--- config.mk ---
export PLATFORM = sky130hd
export DESIGN_NAME = pci_host_rst_unit
export DESIGN_NICKNAME = d
export VERILOG_FILES = /design/src/rtl/hrc_pkg.sv /design/src/rtl/hrc_ctl_reg.sv /design/src/rtl/hrc_min_timer.sv /design/src/rtl/hrc_reg_bank.sv /design/src/rtl/pci_host_rst_unit.sv
export SDC_FILE = /design/constraint.sdc
export NUM_CORES = 1
export LEC_CHECK = 0
export CAP_MARGIN = 20
export CORE_ASPECT_RATIO = 0.75
export CORE_MARGIN = 2
export CORE_UTILIZATION = 55
export CTS_CLUSTER_SIZE = 16
export DETAILED_ROUTE_END_ITERATION = 7
export GPL_TIMING_DRIVEN = 0
export PLACE_DENSITY = 0.77
export REMOVE_ABC_BUFFERS = 1
export SLEW_MARGIN = 20
export SYNTH_ARGS = -nofsm -noshare
export SYNTH_HDL_FRONTEND = slang
export SYNTH_SLANG_ARGS = --single-unit
--- constraint.sdc ---
create_clock -name clk -period 7.9 [get_ports clk]
set_input_delay 1.185 -clock clk [delete_from_list [all_inputs] [get_ports clk]]
set_output_delay 1.185 -clock clk [all_outputs]
set_load 0.01 [all_outputs]
--- src/rtl/hrc_pkg.sv ---
package hrc_pkg;
  typedef enum logic [1:0] {
    ACC_NONE = 2'd0,
    ACC_CTL  = 2'd1,
    ACC_BANK = 2'd2,
    ACC_VOID = 2'd3
  } acc_kind_e;

  localparam int unsigned SWRST_BIT = 0;
endpackage

--- src/rtl/hrc_ctl_reg.sv ---
module hrc_ctl_reg #(
  parameter int unsigned DW = 16
) (
  input  logic          clk,
  input  logic          rst,
  input  logic          wr,
  input  logic [DW-1:0] wdata,
  output logic [DW-1:0] ctl_q,
  output logic          swbit,
  output logic          set_evt
);
  import hrc_pkg::*;

  assign swbit   = ctl_q[SWRST_BIT];
  assign set_evt = wr & ~ctl_q[SWRST_BIT] & wdata[SWRST_BIT];

  always_ff @(posedge clk) begin
    if (rst) begin
      ctl_q <= '0;
    end else if (wr) begin
      if (ctl_q[SWRST_BIT]) begin
        ctl_q[SWRST_BIT] <= wdata[SWRST_BIT];
      end else begin
        ctl_q <= wdata;
      end
    end
  end
endmodule

--- src/rtl/hrc_min_timer.sv ---
module hrc_min_timer #(
  parameter int unsigned MIN_CYC = 33333
) (
  input  logic clk,
  input  logic rst,
  input  logic start,
  output logic busy
);
  localparam int unsigned CW = $clog2(MIN_CYC + 1);
  localparam logic [CW-1:0] LOAD = CW'(MIN_CYC);

  logic [CW-1:0] cnt;

  assign busy = (cnt != '0);

  always_ff @(posedge clk) begin
    if (rst) begin
      cnt <= '0;
    end else if (start) begin
      cnt <= LOAD;
    end else if (busy) begin
      cnt <= cnt - 1'b1;
    end
  end
endmodule

--- src/rtl/hrc_reg_bank.sv ---
module hrc_reg_bank #(
  parameter int unsigned       DW       = 16,
  parameter int unsigned       NREG     = 4,
  parameter logic [NREG-1:0]   RST_MASK = 4'b0101,
  localparam int unsigned      IW       = (NREG > 1) ? $clog2(NREG) : 1
) (
  input  logic                     clk,
  input  logic                     rst,
  input  logic                     acc_en,
  input  logic                     clr,
  input  logic                     wr,
  input  logic [IW-1:0]            idx,
  input  logic [DW-1:0]            wdata,
  output logic [DW-1:0]            rd_word,
  output logic [NREG-1:0][DW-1:0]  bank_q
);
  for (genvar g = 0; g < NREG; g++) begin : g_reg
    logic hit;
    assign hit = wr & acc_en & (idx == IW'(g));
    if (RST_MASK[g]) begin : g_clr
      always_ff @(posedge clk) begin
        if (rst || clr) begin
          bank_q[g] <= '0;
        end else if (hit) begin
          bank_q[g] <= wdata;
        end
      end
    end else begin : g_keep
      always_ff @(posedge clk) begin
        if (rst) begin
          bank_q[g] <= '0;
        end else if (hit) begin
          bank_q[g] <= wdata;
        end
      end
    end
  end

  assign rd_word = acc_en ? bank_q[idx] : '0;
endmodule

--- src/rtl/pci_host_rst_unit.sv ---
module pci_host_rst_unit #(
  parameter int unsigned     DW       = 16,
  parameter int unsigned     NREG     = 4,
  parameter int unsigned     AW       = 3,
  parameter int unsigned     MIN_CYC  = 33333,
  parameter logic [NREG-1:0] RST_MASK = 4'b0101
) (
  input  logic          clk,
  input  logic          rst,
  input  logic          host_mode,
  input  logic          mrst,
  input  logic          reg_wr,
  input  logic          reg_rd,
  input  logic [AW-1:0] reg_addr,
  input  logic [DW-1:0] reg_wdata,
  output logic [DW-1:0] reg_rdata,
  output logic          bus_rst_n,
  output logic          ctl_rst,
  output logic          acc_en,
  output logic          clr_rsv,
  output logic          hold_ret
);
  import hrc_pkg::*;

  localparam int unsigned IW = (NREG > 1) ? $clog2(NREG) : 1;

  logic                    unused_mrst;
  acc_kind_e               kind;
  logic [IW-1:0]           idx;
  logic [DW-1:0]           ctl_q;
  logic [DW-1:0]           bank_word;
  logic [NREG-1:0][DW-1:0] bank_q;
  logic                    swbit;
  logic                    set_evt;
  logic                    busy;
  logic                    sw_active;
  logic                    sw_q;

  assign unused_mrst = mrst;

  always_comb begin
    if (!reg_wr && !reg_rd) begin
      kind = ACC_NONE;
    end else if (reg_addr == '0) begin
      kind = ACC_CTL;
    end else if (reg_addr <= AW'(NREG)) begin
      kind = ACC_BANK;
    end else begin
      kind = ACC_VOID;
    end
  end

  assign idx = IW'(reg_addr - AW'(1));

  hrc_ctl_reg #(.DW(DW)) u_ctl (
    .clk     (clk),
    .rst     (rst),
    .wr      (reg_wr && (kind == ACC_CTL)),
    .wdata   (reg_wdata),
    .ctl_q   (ctl_q),
    .swbit   (swbit),
    .set_evt (set_evt)
  );

  hrc_min_timer #(.MIN_CYC(MIN_CYC)) u_tmr (
    .clk   (clk),
    .rst   (rst),
    .start (set_evt),
    .busy  (busy)
  );

  hrc_reg_bank #(.DW(DW), .NREG(NREG), .RST_MASK(RST_MASK)) u_bank (
    .clk     (clk),
    .rst     (rst),
    .acc_en  (acc_en),
    .clr     (clr_rsv),
    .wr      (reg_wr && (kind == ACC_BANK)),
    .idx     (idx),
    .wdata   (reg_wdata),
    .rd_word (bank_word),
    .bank_q  (bank_q)
  );

  assign sw_active = swbit | busy;

  always_ff @(posedge clk) begin
    if (rst) begin
      bus_rst_n <= ~host_mode;
      ctl_rst   <= 1'b1;
      acc_en    <= 1'b0;
      clr_rsv   <= 1'b0;
      hold_ret  <= 1'b0;
      sw_q      <= 1'b0;
      reg_rdata <= '0;
    end else begin
      bus_rst_n <= ~(host_mode & sw_active);
      ctl_rst   <= sw_active;
      acc_en    <= ~sw_active;
      clr_rsv   <= sw_active & ~sw_q;
      hold_ret  <= sw_active;
      sw_q      <= sw_active;
      if (reg_rd) begin
        case (kind)
          ACC_CTL:  reg_rdata <= ctl_q;
          ACC_BANK: reg_rdata <= bank_word;
          default:  reg_rdata <= '0;
        endcase
      end else begin
        reg_rdata <= '0;
      end
    end
  end
endmodule

### After elaboration in Yosys (flattened, before gate mapping)

Cells that the tools add are included.

| cells by class | value |
|---|---|
| add/sub/neg operators | 2 |
| order comparisons | 2 |
| equal/unequal tests | 5 |
| multiplexer cells | 10 |
| bitwise operators | 16 |
| reduce and logical (&&, ||, !) cells | 13 |

Operator list:

| kind | count |
|---|---|
| 2-to-1 mux 16 bit | 4 |
| binary-select mux 16 bit (select 2 bit) | 1 |
| one-hot mux 16 bit (2 select lines) | 1 |
| nonzero test 16 bit | 1 |
| subtractor 16 x 1 -> 16 bit (second input constant) | 1 |
| AND 1 bit | 9 |
| == test 2 bit (second input constant) | 3 |
| inverter 1 bit | 6 |
| == test 2 x 1 -> 1 bit (second input constant) | 2 |
| 2-to-1 mux 2 bit | 2 |
| OR reduction 2 bit | 2 |
| <= comparator 3 bit (second input constant) | 1 |
| logical AND 1 bit | 3 |
| logical NOT 3 bit | 1 |
| less-than comparator 2 x 3 -> 1 bit (second input constant) | 1 |
| logical NOT 1 bit | 2 |
| logical NOT 2 bit | 1 |
| 2-to-1 mux 1 bit | 2 |
| AND reduction 2 bit | 1 |
| nonzero test 2 bit | 1 |
| subtractor 2 x 1 -> 2 bit (second input constant) | 1 |
| logical OR 1 bit | 1 |
| bitwise OR 1 bit | 1 |

| storage, ports and cells | value |
|---|---|
| register bits after elaboration | 117 |
| bits of input ports | 25 |
| output and inout bits | 21 |
| logic and storage cells | 62 |

### Longest topological paths before layout

Gate-level depths: netlist of run 1.

| logic depth | value |
|---|---|
| depth in word-level cells | 9 |
| depth in mapped cells | 14 |
| depth with buffers taken out | 10 |

### Modules after synthesis

Synthesis of run 1 repeated with hierarchy kept, for this count alone.

| second synthesis, totals | value |
|---|---|
| cells, all modules | 561 |
| area, all modules | 5,725.5 um^2 |

Modules (own cells, without submodules):

| module | times used | cells an instance | area each (um^2) |
|---|---|---|---|
| hrc_reg_bank | 1 | 310 | 3,329.4 |
| hrc_min_timer | 1 | 98 | 830.8 |
| pci_host_rst_unit | 1 | 81 | 784.5 |
| hrc_ctl_reg | 1 | 72 | 780.7 |

### Worst setup path after synthesis of run 1

OpenSTA, ideal clock, no wires.

| timing path | value |
|---|---|
| kind | input to register |
| start point | input port reg_addr[0] |
| end point | register u_bank.bank_q[10] (netlist name) |
| library setup time | 132 ps |
| data arrival time | 3,814 ps |
| path slack | 3,954 ps |
| stages | 14 |
| buffers on the path | 4 |
| path through | clkbuf_1 -> clkbuf_1 -> inv_1 -> ha_1 -> ha_1 -> or2_2 -> inv_1 -> ha_1 -> and2_1 -> buf_1 -> nand3_1 -> clkbuf_1 -> nand2_1 -> a21oi_1 |

| between the ends | value |
|---|---|
| longest elaborated chain between the ends | 8 |
| elaborated cells between the ends (all ways) | 11 |
| those cells by class | 1 x add/sub; 1 x order compare; 1 x eq/ne; 3 x mux; 2 x bitwise; 3 x reduce/logical |

Ends and longest elaborated chain:

| item | line | RTL |
|---|---|---|
| start, declared | pci_host_rst_unit.sv:14 | `input logic [AW-1:0] reg_addr,` |
| <= comparator 3 bit | pci_host_rst_unit.sv:46 | `end else if (reg_addr <= AW'(NREG)) begin` |
| 2-to-1 mux 1 bit | pci_host_rst_unit.sv:46 |  |
| 2-to-1 mux 2 bit | pci_host_rst_unit.sv:44 | `end else if (reg_addr == '0) begin` |
| 2-to-1 mux 2 bit | pci_host_rst_unit.sv:42 | `if (!reg_wr && !reg_rd) begin` |
| == test 2 bit | pci_host_rst_unit.sv:77 | `.wr (reg_wr && (kind == ACC_BANK)),` |
| logical AND 1 bit | pci_host_rst_unit.sv:77 |  |
| AND 1 bit | hrc_reg_bank.sv:19 | `assign hit = wr & acc_en & (idx == IW'(g));` |
| AND 1 bit (*) | hrc_reg_bank.sv:19 |  |
| end signal, assigned by index | hrc_reg_bank.sv:25 | `bank_q[g] <= wdata;` |
| end, declared | hrc_reg_bank.sv:15 | `output logic [NREG-1:0][DW-1:0] bank_q` |

Mark *: on every way between the ends. The rest lies on a longest branch, timed or not.
A chain may end at the register's enable or synchronous reset.

### Worst setup path in the final report of run 1

| timing path | value |
|---|---|
| start point | input port reg_addr[0] |
| end point | register u_bank.bank_q[23] (netlist name) |

Same word-level chain as after synthesis.

==> impl_summary.md, run 1 <==
GRT
The pin count of the biggest net entering global routing is a little over 40. The initial antenna violation count is 0. The remaining global-route overflow is 0. The via count of the first global-routing pass is roughly 4100. In the global route stage, overall resource usage came out at approximately 28%. The first global-routing pass estimated between 20 and 25 mm of wire.

Clocking
The clock reaches the later pin of the worst-skew pair after 0.41 ns. The clock tree root buffer cell is sky130_fd_sc_hd__clkbuf_16. TritonCTS built the clock tree. In this run the number of H-tree levels came out at 4. The number of gates resized after CTS is 0. The count of hold buffers inserted by post-cts repair is 0. CTS saw 117 sinks. The number of clock buffers added by TritonCTS is 17. The buffer levels on the longest clock path is 2. Once the clock tree was built, the setup fixing pass inserted 0 buffers.

After clock tree synthesis, the clock-pin slew on the worst setup and hold paths is ~0.05 ns.

Setup path
The critical path data arrival time is about 5.6 ns. The startpoint identified for the worst register-to-register timing path is acc_en$_SDFF_PP0_. Across all register-to-register paths, the minimum setup slack is 5.37 ns. The critical path capture point type is a flop.

The worst path required time is 8.17 ns. The worst setup path is launched from an input port. The end of the worst register-to-register path is u_bank.bank_q[23]$_SDFFE_PP0P_. The worst setup path is of the input port to flop kind. Along the worst path, the maximum fanout reaches 24. The number of cell instances on the worst register-to-register path is 4.

Yosys
The synthesized netlist devotes roughly 14% of its cell area to compound gates. Measured against the total synthesized area, the mux share comes to 7.67%. The post-synthesis share of cell area spent on and, or, nand and nor gates is between 20 and 25%. The count of flip-flops with a built-in enable after synthesis is 0. Counting flops with an async set or reset pin after synthesis yields a share of 0%.

In this run, distinct cell masters in the synthesized netlist total 39. The main combinational cell family by area after synthesis is simple AND/OR/NAND/NOR gates. After Yosys synthesis, full adders, half adders and majority gates account for 2.59% of the synthesized area. Yosys attributes the largest share of cell area to sky130_fd_sc_hd__dfxtp_1 48%, sky130_fd_sc_hd__nand2_1 13%, sky130_fd_sc_hd__a21oi_1 9.0%, sky130_fd_sc_hd__mux4_2 7.5%, sky130_fd_sc_hd__ha_1 2.6%. The cell type with the highest aggregate area in the netlist is sky130_fd_sc_hd__dfxtp_1. Sequential elements use just under 50% of the synthesized area. The Yosys step of the flow raised 0 warnings. The xor and xnor area share after synthesis is 0%.

Counting every instance in the synthesized netlist gives 567. The synthesized design contains around 120 register bits. The area share of the largest cell type after synthesis is between 40 and 50%.

The most common flop cell mapped by yosys is sky130_fd_sc_hd__dfxtp_1. A synthesized cell averages 8.52 um^2. In this run the cell area of the synthesized design comes to between 4000 and 5000 um^2.

Floorplan
Measured along the y axis, the die boundary spans around 85 um. In this run the core area contains 29 standard-cell rows. The initial core utilization is about 57%.

The die is between 100 and 150 um wide. The total area inside the core boundary comes to 8490 um^2. The floorplan step defined a die boundary enclosing 9560 um^2. In this run the count of I/O pins placed on the die edge is 46.

Detailed routing
The routed layout has approximately 4300 vias. In the final routing, the length of wire on met1 measures between 5 and 6 mm. The routed design has 12.6 mm of wire. The amount of wire on met2 after detailed routing is 6.01 mm. The average detailed-routed wire length per instance is between 15 and 20 um. The met3 wirelength from detailed routing is around 1.0 mm. Once detail routing completed, the nets flagged for antenna violations numbered 0.

The count of TritonRoute iterations in the first routing pass is 5. For this block, the initial DRC count from the detailed router was slightly below 500. Routed signal wires occupy layers up through met4.

After detailed routing, the number of vias per cell comes to around 6.0. The number of DRC violations after detailed routing is 0.

Placement
At the end of routability-driven placement, the weighted congestion stood at 0.884. The number of input and output port buffers inserted is 44. The total half-perimeter wirelength after legalization and detailed placement is 7.60 mm.

After detailed placement, the total cell area comes to 5270 um^2.

Worst hold path
The startpoint of the worst hold path is sw_q$_SDFF_PP0_. The worst hold path terminates at clr_rsv$_SDFF_PP0_. In this run the worst hold path is classified as flop to flop. Counting instances, the worst hold path has a depth of 1.

STA
The final critical path time including I/O delays and setup is 5.36 ns. The fraction of the cycle the final worst path needs is around 68%. Setup repair after global routing left no endpoint under its margin. The total count of hold-check failures in the final report is 0. The final clock skew is between 0.004 and 0.005 ns. The slew at the pin with the worst max-slew slack is between 1 and 1.5 ns. The relative slew slack is about a quarter.

The highest clock frequency the design can meet is 187 MHz. The number of pins exceeding their max-slew limit in the final report is 0. The aggregate negative setup slack is 0 ns. The final count of negative-setup-slack endpoints is 0.

Final layout
The final instance area is around 6000 um^2. The repair_antennas step left the layout with diodes totalling 0. The final layout contains about 630 nets. Cells fill about 70% of the core in the end.

The fraction of layout cells with a size suffix above 1 is 10.4%. The signed area change from the synthesized netlist to the final layout is 21.4%.

Power
The overall power after layout is 1.81 mW. For this design the ratio of total power to cell area is 308 nW/um^2. In this run the static leakage power is between 1.5 and 2 nW. The worst-case IR drop observed on VDD is 0.264 mV.

Status
The run finished with clean final reports.

Flow run
The number of maximum-capacitance constraint violations is 0.
[placed cells by master (no fill, tap or decap), types with 2 or more instances in the layout]
| cell type | instances |
|---|---|
| sky130_fd_sc_hd__or3_1 | 4 |
| sky130_fd_sc_hd__a211oi_1 | 2 |
| sky130_fd_sc_hd__nor3_1 | 6 |
| sky130_fd_sc_hd__inv_1 | 9 |
| sky130_fd_sc_hd__or4_1 | 5 |
| sky130_fd_sc_hd__o21ai_0 | 5 |
| sky130_fd_sc_hd__nand2_1 | 169 |
| sky130_fd_sc_hd__dfxtp_1 | 117 |
| sky130_fd_sc_hd__clkinvlp_4 | 3 |
| sky130_fd_sc_hd__clkbuf_16 | 17 |
| sky130_fd_sc_hd__nand4_1 | 4 |
| sky130_fd_sc_hd__or2_2 | 6 |
| sky130_fd_sc_hd__and2_1 | 2 |
| sky130_fd_sc_hd__or3_2 | 2 |
| sky130_fd_sc_hd__a21oi_1 | 87 |
| sky130_fd_sc_hd__and3_1 | 4 |
| sky130_fd_sc_hd__and4_1 | 2 |
| sky130_fd_sc_hd__o31ai_1 | 5 |
| sky130_fd_sc_hd__nand2b_1 | 3 |
| sky130_fd_sc_hd__nand3_1 | 7 |
| sky130_fd_sc_hd__bufinv_16 | 2 |
| sky130_fd_sc_hd__clkinv_2 | 3 |
| sky130_fd_sc_hd__ha_1 | 9 |
| sky130_fd_sc_hd__nor4_1 | 5 |
| sky130_fd_sc_hd__clkdlybuf4s50_1 | 43 |
| sky130_fd_sc_hd__a31oi_1 | 5 |
| sky130_fd_sc_hd__clkbuf_8 | 5 |
| sky130_fd_sc_hd__mux4_2 | 16 |
| sky130_fd_sc_hd__a22oi_1 | 16 |
| sky130_fd_sc_hd__nor2_1 | 25 |
[cells by family (layout without fill, tap and decap cells)]
group / after synthesis / count (layout)
AOI/OAI and AO/OA: 124 / 124
adders and majority gates: 10 / 10
buffers and inverters: 48 / 85
DFF: 117 / 117
muxes: 17 / 17
and+or+nand+nor: 251 / 251
[layout make-up]
class,count,area (um^2)
Fill cell,662,2620
Sequential cell,117,2340
Multi-Input combinational cell,402,2300
Clock buffer,23,498
Timing Repair Buffer,45,455
Tap cell,108,135
Clock inverter,8,97.6
Inverter,9,33.8
[worst max path at each step]
stage | start | to
2_1_floorplan | reg_addr[0] | u_tmr.cnt[15]$_SDFFE_PP0P_
3_3_place_gp | reg_addr[0] | u_tmr.cnt[5]$_SDFFE_PP0P_
3_5_place_dp | reg_addr[0] | u_bank.bank_q[19]$_SDFFE_PP0P_
4_1_cts | reg_addr[0] | u_bank.bank_q[23]$_SDFFE_PP0P_
5_1_grt | reg_addr[0] | u_tmr.cnt[9]$_SDFFE_PP0P_
6_report | reg_addr[0] | u_bank.bank_q[23]$_SDFFE_PP0P_
[report_power, final]
group          switching [mW]  total (mW)  internal (mW)  leakage, nW
Clock                   0.263       0.765          0.502        0.287
Combinational           0.216       0.360          0.144        0.760
Sequential             0.0459       0.680          0.635        0.946
Total                   0.526        1.81           1.28         1.99
[per-layer routing]
metal	GRT usage, %	up-vias
met5	0	-
met4	11.0	0
met3	7.29	23
met1	35.8	2063
met2	45.4	169
li1	-	2015
[through the flow]
step	hold WS [ns]	worst slack, ns	instances
detailed placement	0.436	2.27	681
global route	0.464	2.32	712
CTS	0.443	2.68	712
global placement	0.408	1.90	680
finish	0.435	2.54	712
floorplan	0.427	4.52	528
[synthesized netlist by cell type (6+ instances only)]
library cell	n
sky130_fd_sc_hd__or2_2	6
sky130_fd_sc_hd__dfxtp_1	117
sky130_fd_sc_hd__nor3_1	6
sky130_fd_sc_hd__nor2_1	26
sky130_fd_sc_hd__nand3_1	7
sky130_fd_sc_hd__ha_1	10
sky130_fd_sc_hd__clkbuf_1	31
sky130_fd_sc_hd__nand2_1	169
sky130_fd_sc_hd__a21oi_1	87
sky130_fd_sc_hd__a22oi_1	16
sky130_fd_sc_hd__inv_1	9
sky130_fd_sc_hd__mux4_2	16
[state kept, by name, summed over array words and instances (netlist names)]
name / cells
u_bank.bank_q: 64
ctl_rst: 1
sw_q: 1
u_tmr.cnt: 16
reg_rdata: 16
acc_en: 1
bus_rst_n: 1
clr_rsv: 1
u_ctl.ctl_q: 16
[worst max-delay path, cell delays in order]
cell                              delay (ns)
sky130_fd_sc_hd__clkdlybuf4s50_1        1.22
sky130_fd_sc_hd__inv_1                  0.23
sky130_fd_sc_hd__ha_1                   0.29
sky130_fd_sc_hd__ha_1                   0.17
sky130_fd_sc_hd__or2_2                  0.30
sky130_fd_sc_hd__inv_1                  0.06
sky130_fd_sc_hd__ha_1                   0.12
sky130_fd_sc_hd__and2_1                 0.80
sky130_fd_sc_hd__nand3_1                0.83
sky130_fd_sc_hd__nand2_1                0.30
sky130_fd_sc_hd__a21oi_1                0.10
Power figures use the tool's default switching activity.
==> run 2: changes to the inputs <==
CORE_UTILIZATION = 51   (was 55)
PLACE_DENSITY = 0.75   (was 0.77)
clock period = 4.9 ns   (was 7.9 ns; I/O delays follow)
==> run 2 against run 1 <==
Compared with the run above: sequential share of layout area fell by 0.73 points; first-iteration DRC count fell by 9.7%; clock power rose by 74%; combinational power rose by 61%; clock skew rose by 0.0013 ns; count of clock-buffer cells in the layout fell by 1; sequential power rose by 62%; via count fell by 2.0%; register-to-register slack got worse by 3.0 ns; global-route usage fell by 2.1 points; routed wire length fell by 2.4%.
==> impl_summary.md, run 2 (same netlist as run 1, synthesis figures left out) <==
Floorplan
Row generation in the floorplan step produced 30 rows. The floorplan step defined a die boundary enclosing approximately 10000 um^2. For this design the top-level I/O count stands at 46. The area of the core region is 9120 um^2. Once the floorplan was initialized, standard cells occupied 53.0% of the core.

The floorplan step set the die width to around 120 um. Measured along the y axis, the die boundary spans 88.3 um.

Final layout
The signed area change from the synthesized netlist to the final layout is 23.7%. Fill cells in the final layout number ~740. The final antenna diode count is 0. The fraction of layout cells with a size suffix above 1 is roughly a tenth. Ranked by flip-flop count, first place goes to u_bank.bank_q. The library cell used most frequently in the layout, excluding fill and tap cells, is sky130_fd_sc_hd__nand2_1.

The post-route core utilization is approximately 66%. The net count of the finished layout is between 600 and 700. The number of flip-flops in the largest register is 64. The library cells used most frequently in the layout, excluding fill and tap cells, are 169 x sky130_fd_sc_hd__nand2_1, 117 x sky130_fd_sc_hd__dfxtp_1, 87 x sky130_fd_sc_hd__a21oi_1, 43 x sky130_fd_sc_hd__clkdlybuf4s50_1, 25 x sky130_fd_sc_hd__nor2_1.

Power
The clock network fraction of design power is between 40% and 50%. Per report_power, the combinational group accounts for 19.2% of the total. The leakage power figure is between 2 and 2.5 nW. The design internal power is 2.17 mW. The net switching power is roughly 840 uW. The share of power burned in registers is about 37%. For this design the ratio of total power to cell area is around 500 nW/um^2.

The maximum resistive drop on vdd is approximately 0.26 mV. The switching fraction of total power is between 20 and 30%.

Detailed routing
The pre-antenna-repair detailed-routing pass consisted of 5 iterations. Once detail routing completed, the nets flagged for antenna violations numbered 0. The average detailed-routed wire length per instance is roughly 17 um.

The number of DRC markers in iteration 0 is around 440. The sum of routed wire length over all layers is around 12 mm. In the routed layout, each cell is associated on average with a via count of between 5 and 6.

The total via count in the routed design is 4186. In the routed design, unresolved DRC markers number 0.

STA
The aggregate negative setup slack is 0 ns. The tightest hold margin is 0.419 ns. The final count of negative-setup-slack endpoints is 0. The fraction of the cycle the final worst path needs is between 90% and 100%. Setup repair after global routing could not meet its margin everywhere. The relative slew slack is 29.0%.

The smallest clock period supported by the final layout is computed as roughly 4.8 ns. The number of pins exceeding their max-slew limit in the final report came to 0. For the pin with the worst max-slew slack, the measured transition is approximately 1.1 ns.

For the final database, setup skew stands at around 0.0063 ns. The highest clock frequency the design can meet is around 210 MHz. The total count of hold-check failures in the final report is 0.

Clocking
The clock net in this run drives a total of 117 sinks. The clock-pin slew on the worst setup and hold paths is ~0.05 ns. The H-tree was split into 4 levels. Counting along the longest clock path gives a buffer depth of 2.

Buffers inserted to repair hold after CTS numbered 0. The total CTS buffers is 17. The clock latency reported for the late side of the worst-skew pair is roughly 0.41 ns. The clock tree root buffer cell is sky130_fd_sc_hd__clkbuf_16. TritonCTS built the clock tree.

Flow run
The number of maximum-capacitance constraint violations is 0.

Setup path
STA puts the critical path data arrival time at roughly 5.0 ns. The startpoint type of the worst setup path is an input port. For the worst setup path, the data required time is approximately 5 ns.

The worst setup path is of the input port to flop kind. The worst-path cell with the longest stage delay is sky130_fd_sc_hd__clkdlybuf4s50_1. The largest driver fanout on the critical path is 24. The most used cell along the critical path is sky130_fd_sc_hd__ha_1. Traced cell by cell, the critical path runs through clkdlybuf4s50_1 > inv_1 > ha_1 > ha_1 > or2_2 > inv_1 > ha_1 > and2_1 > nand3_1 > nand2_1 > a21oi_1. On the worst path, the slowest cell contributes a delay of ~1.1 ns. Across all register-to-register paths, the minimum setup slack is 2.39 ns. The critical path capture point type is a flop.

GRT
The via count of the first global-routing pass is 4021. The initial antenna violation count was 0. The first global-routing pass estimated roughly 20 mm of wire. Global routing used 25.7% of the available tracks. The remaining global-route overflow is 0. Entering global routing, the biggest net connects 33 pins.

Placement
The total half-perimeter wirelength after legalization and detailed placement is around 7.4 mm. At the end of routability-driven placement, the weighted congestion stood at between 0.8 and 0.9. Port buffering added 44 buffers.

Worst hold path
The type of the most critical hold path is flop to flop.

Status
The flow ran to the end, and the final reports show no timing, DRC or antenna violations.
## run 2: final cells by class
cell class                      count  area, um^2  area share (%)
Clock buffer                       22         494            8.27
Clock inverter                      9         148            2.47
Inverter                            9        33.8           0.565
Multi-Input combinational cell    402        2310            38.6
Sequential cell                   117        2340            39.2
Tap cell                          128         160            2.68
Timing Repair Buffer               46         490            8.21
## run 2: routing by layer
layer,share of wire [%],GRT usage (%),up-vias
met1,43,33.1,2007
met5,0,0,-
li1,-,-,2001
met4,2.2,12.9,0
met3,7.1,6.44,33
met2,48,40.9,145
## run 2: power groups by stage
| stage | sequential, mW | clock (mW) | combinational, mW |
|---|---|---|---|
| final | 1.10 | 1.33 | 0.578 |
| after CTS | 1.10 | 1.34 | 0.568 |
| after floorplan | 1.10 | 0 | 0.396 |
| after global placement | 1.11 | 0 | 0.540 |
| after detailed placement | 1.12 | 0 | 0.561 |
| after global routing | 1.11 | 1.39 | 0.643 |
## run 2: path summary, 6_finish.rpt
| check | start | endpoint | cells after the start |
|---|---|---|---|
| hold / removal | sw_q$_SDFF_PP0_ | clr_rsv$_SDFF_PP0_ | 1 |
| setup reg to reg | acc_en$_SDFF_PP0_ | u_bank.bank_q[46]$_SDFFE_PP0P_ | 4 |
| hold reg to reg | sw_q$_SDFF_PP0_ | clr_rsv$_SDFF_PP0_ | 1 |
| setup / recovery | reg_addr[0] | u_bank.bank_q[46]$_SDFFE_PP0P_ | 11 |
## run 2: critical path: cells and delay by family
kind	cells	cell delay (ns)
adder cells (fa/ha/maj)	3	0.55
AND/OR/NAND/NOR	4	2.20
AO/OA/AOI/OAI	1	0.12
buffers and inverters	3	1.40
## run 2: through the flow
| stage | instance area [um^2] | setup slack [ns] | instances | power (mW) |
|---|---|---|---|---|
| global placement | 5280 | -0.528 | 700 | 1.65 |
| finish | 5980 | 0.129 | 733 | 3.01 |
| detailed placement | 5330 | -0.190 | 702 | 1.68 |
| CTS | 5970 | 0.203 | 733 | 3.00 |
| global route | 5980 | -0.0416 | 733 | 3.14 |
| floorplan | 4680 | 1.97 | 528 | 1.50 |
## run 2: repair_timing
action                                  in CTS  in global routing
endpoints found under the setup margin       0                 12
gates resized for setup                      0                  1
buffers inserted                             0                  0
==> run 3: changes to the inputs <==
CAP_MARGIN = default   (was 20)
==> results of run 3 <==
No change in the layout: final DEF, timing and power equal those of run 2.
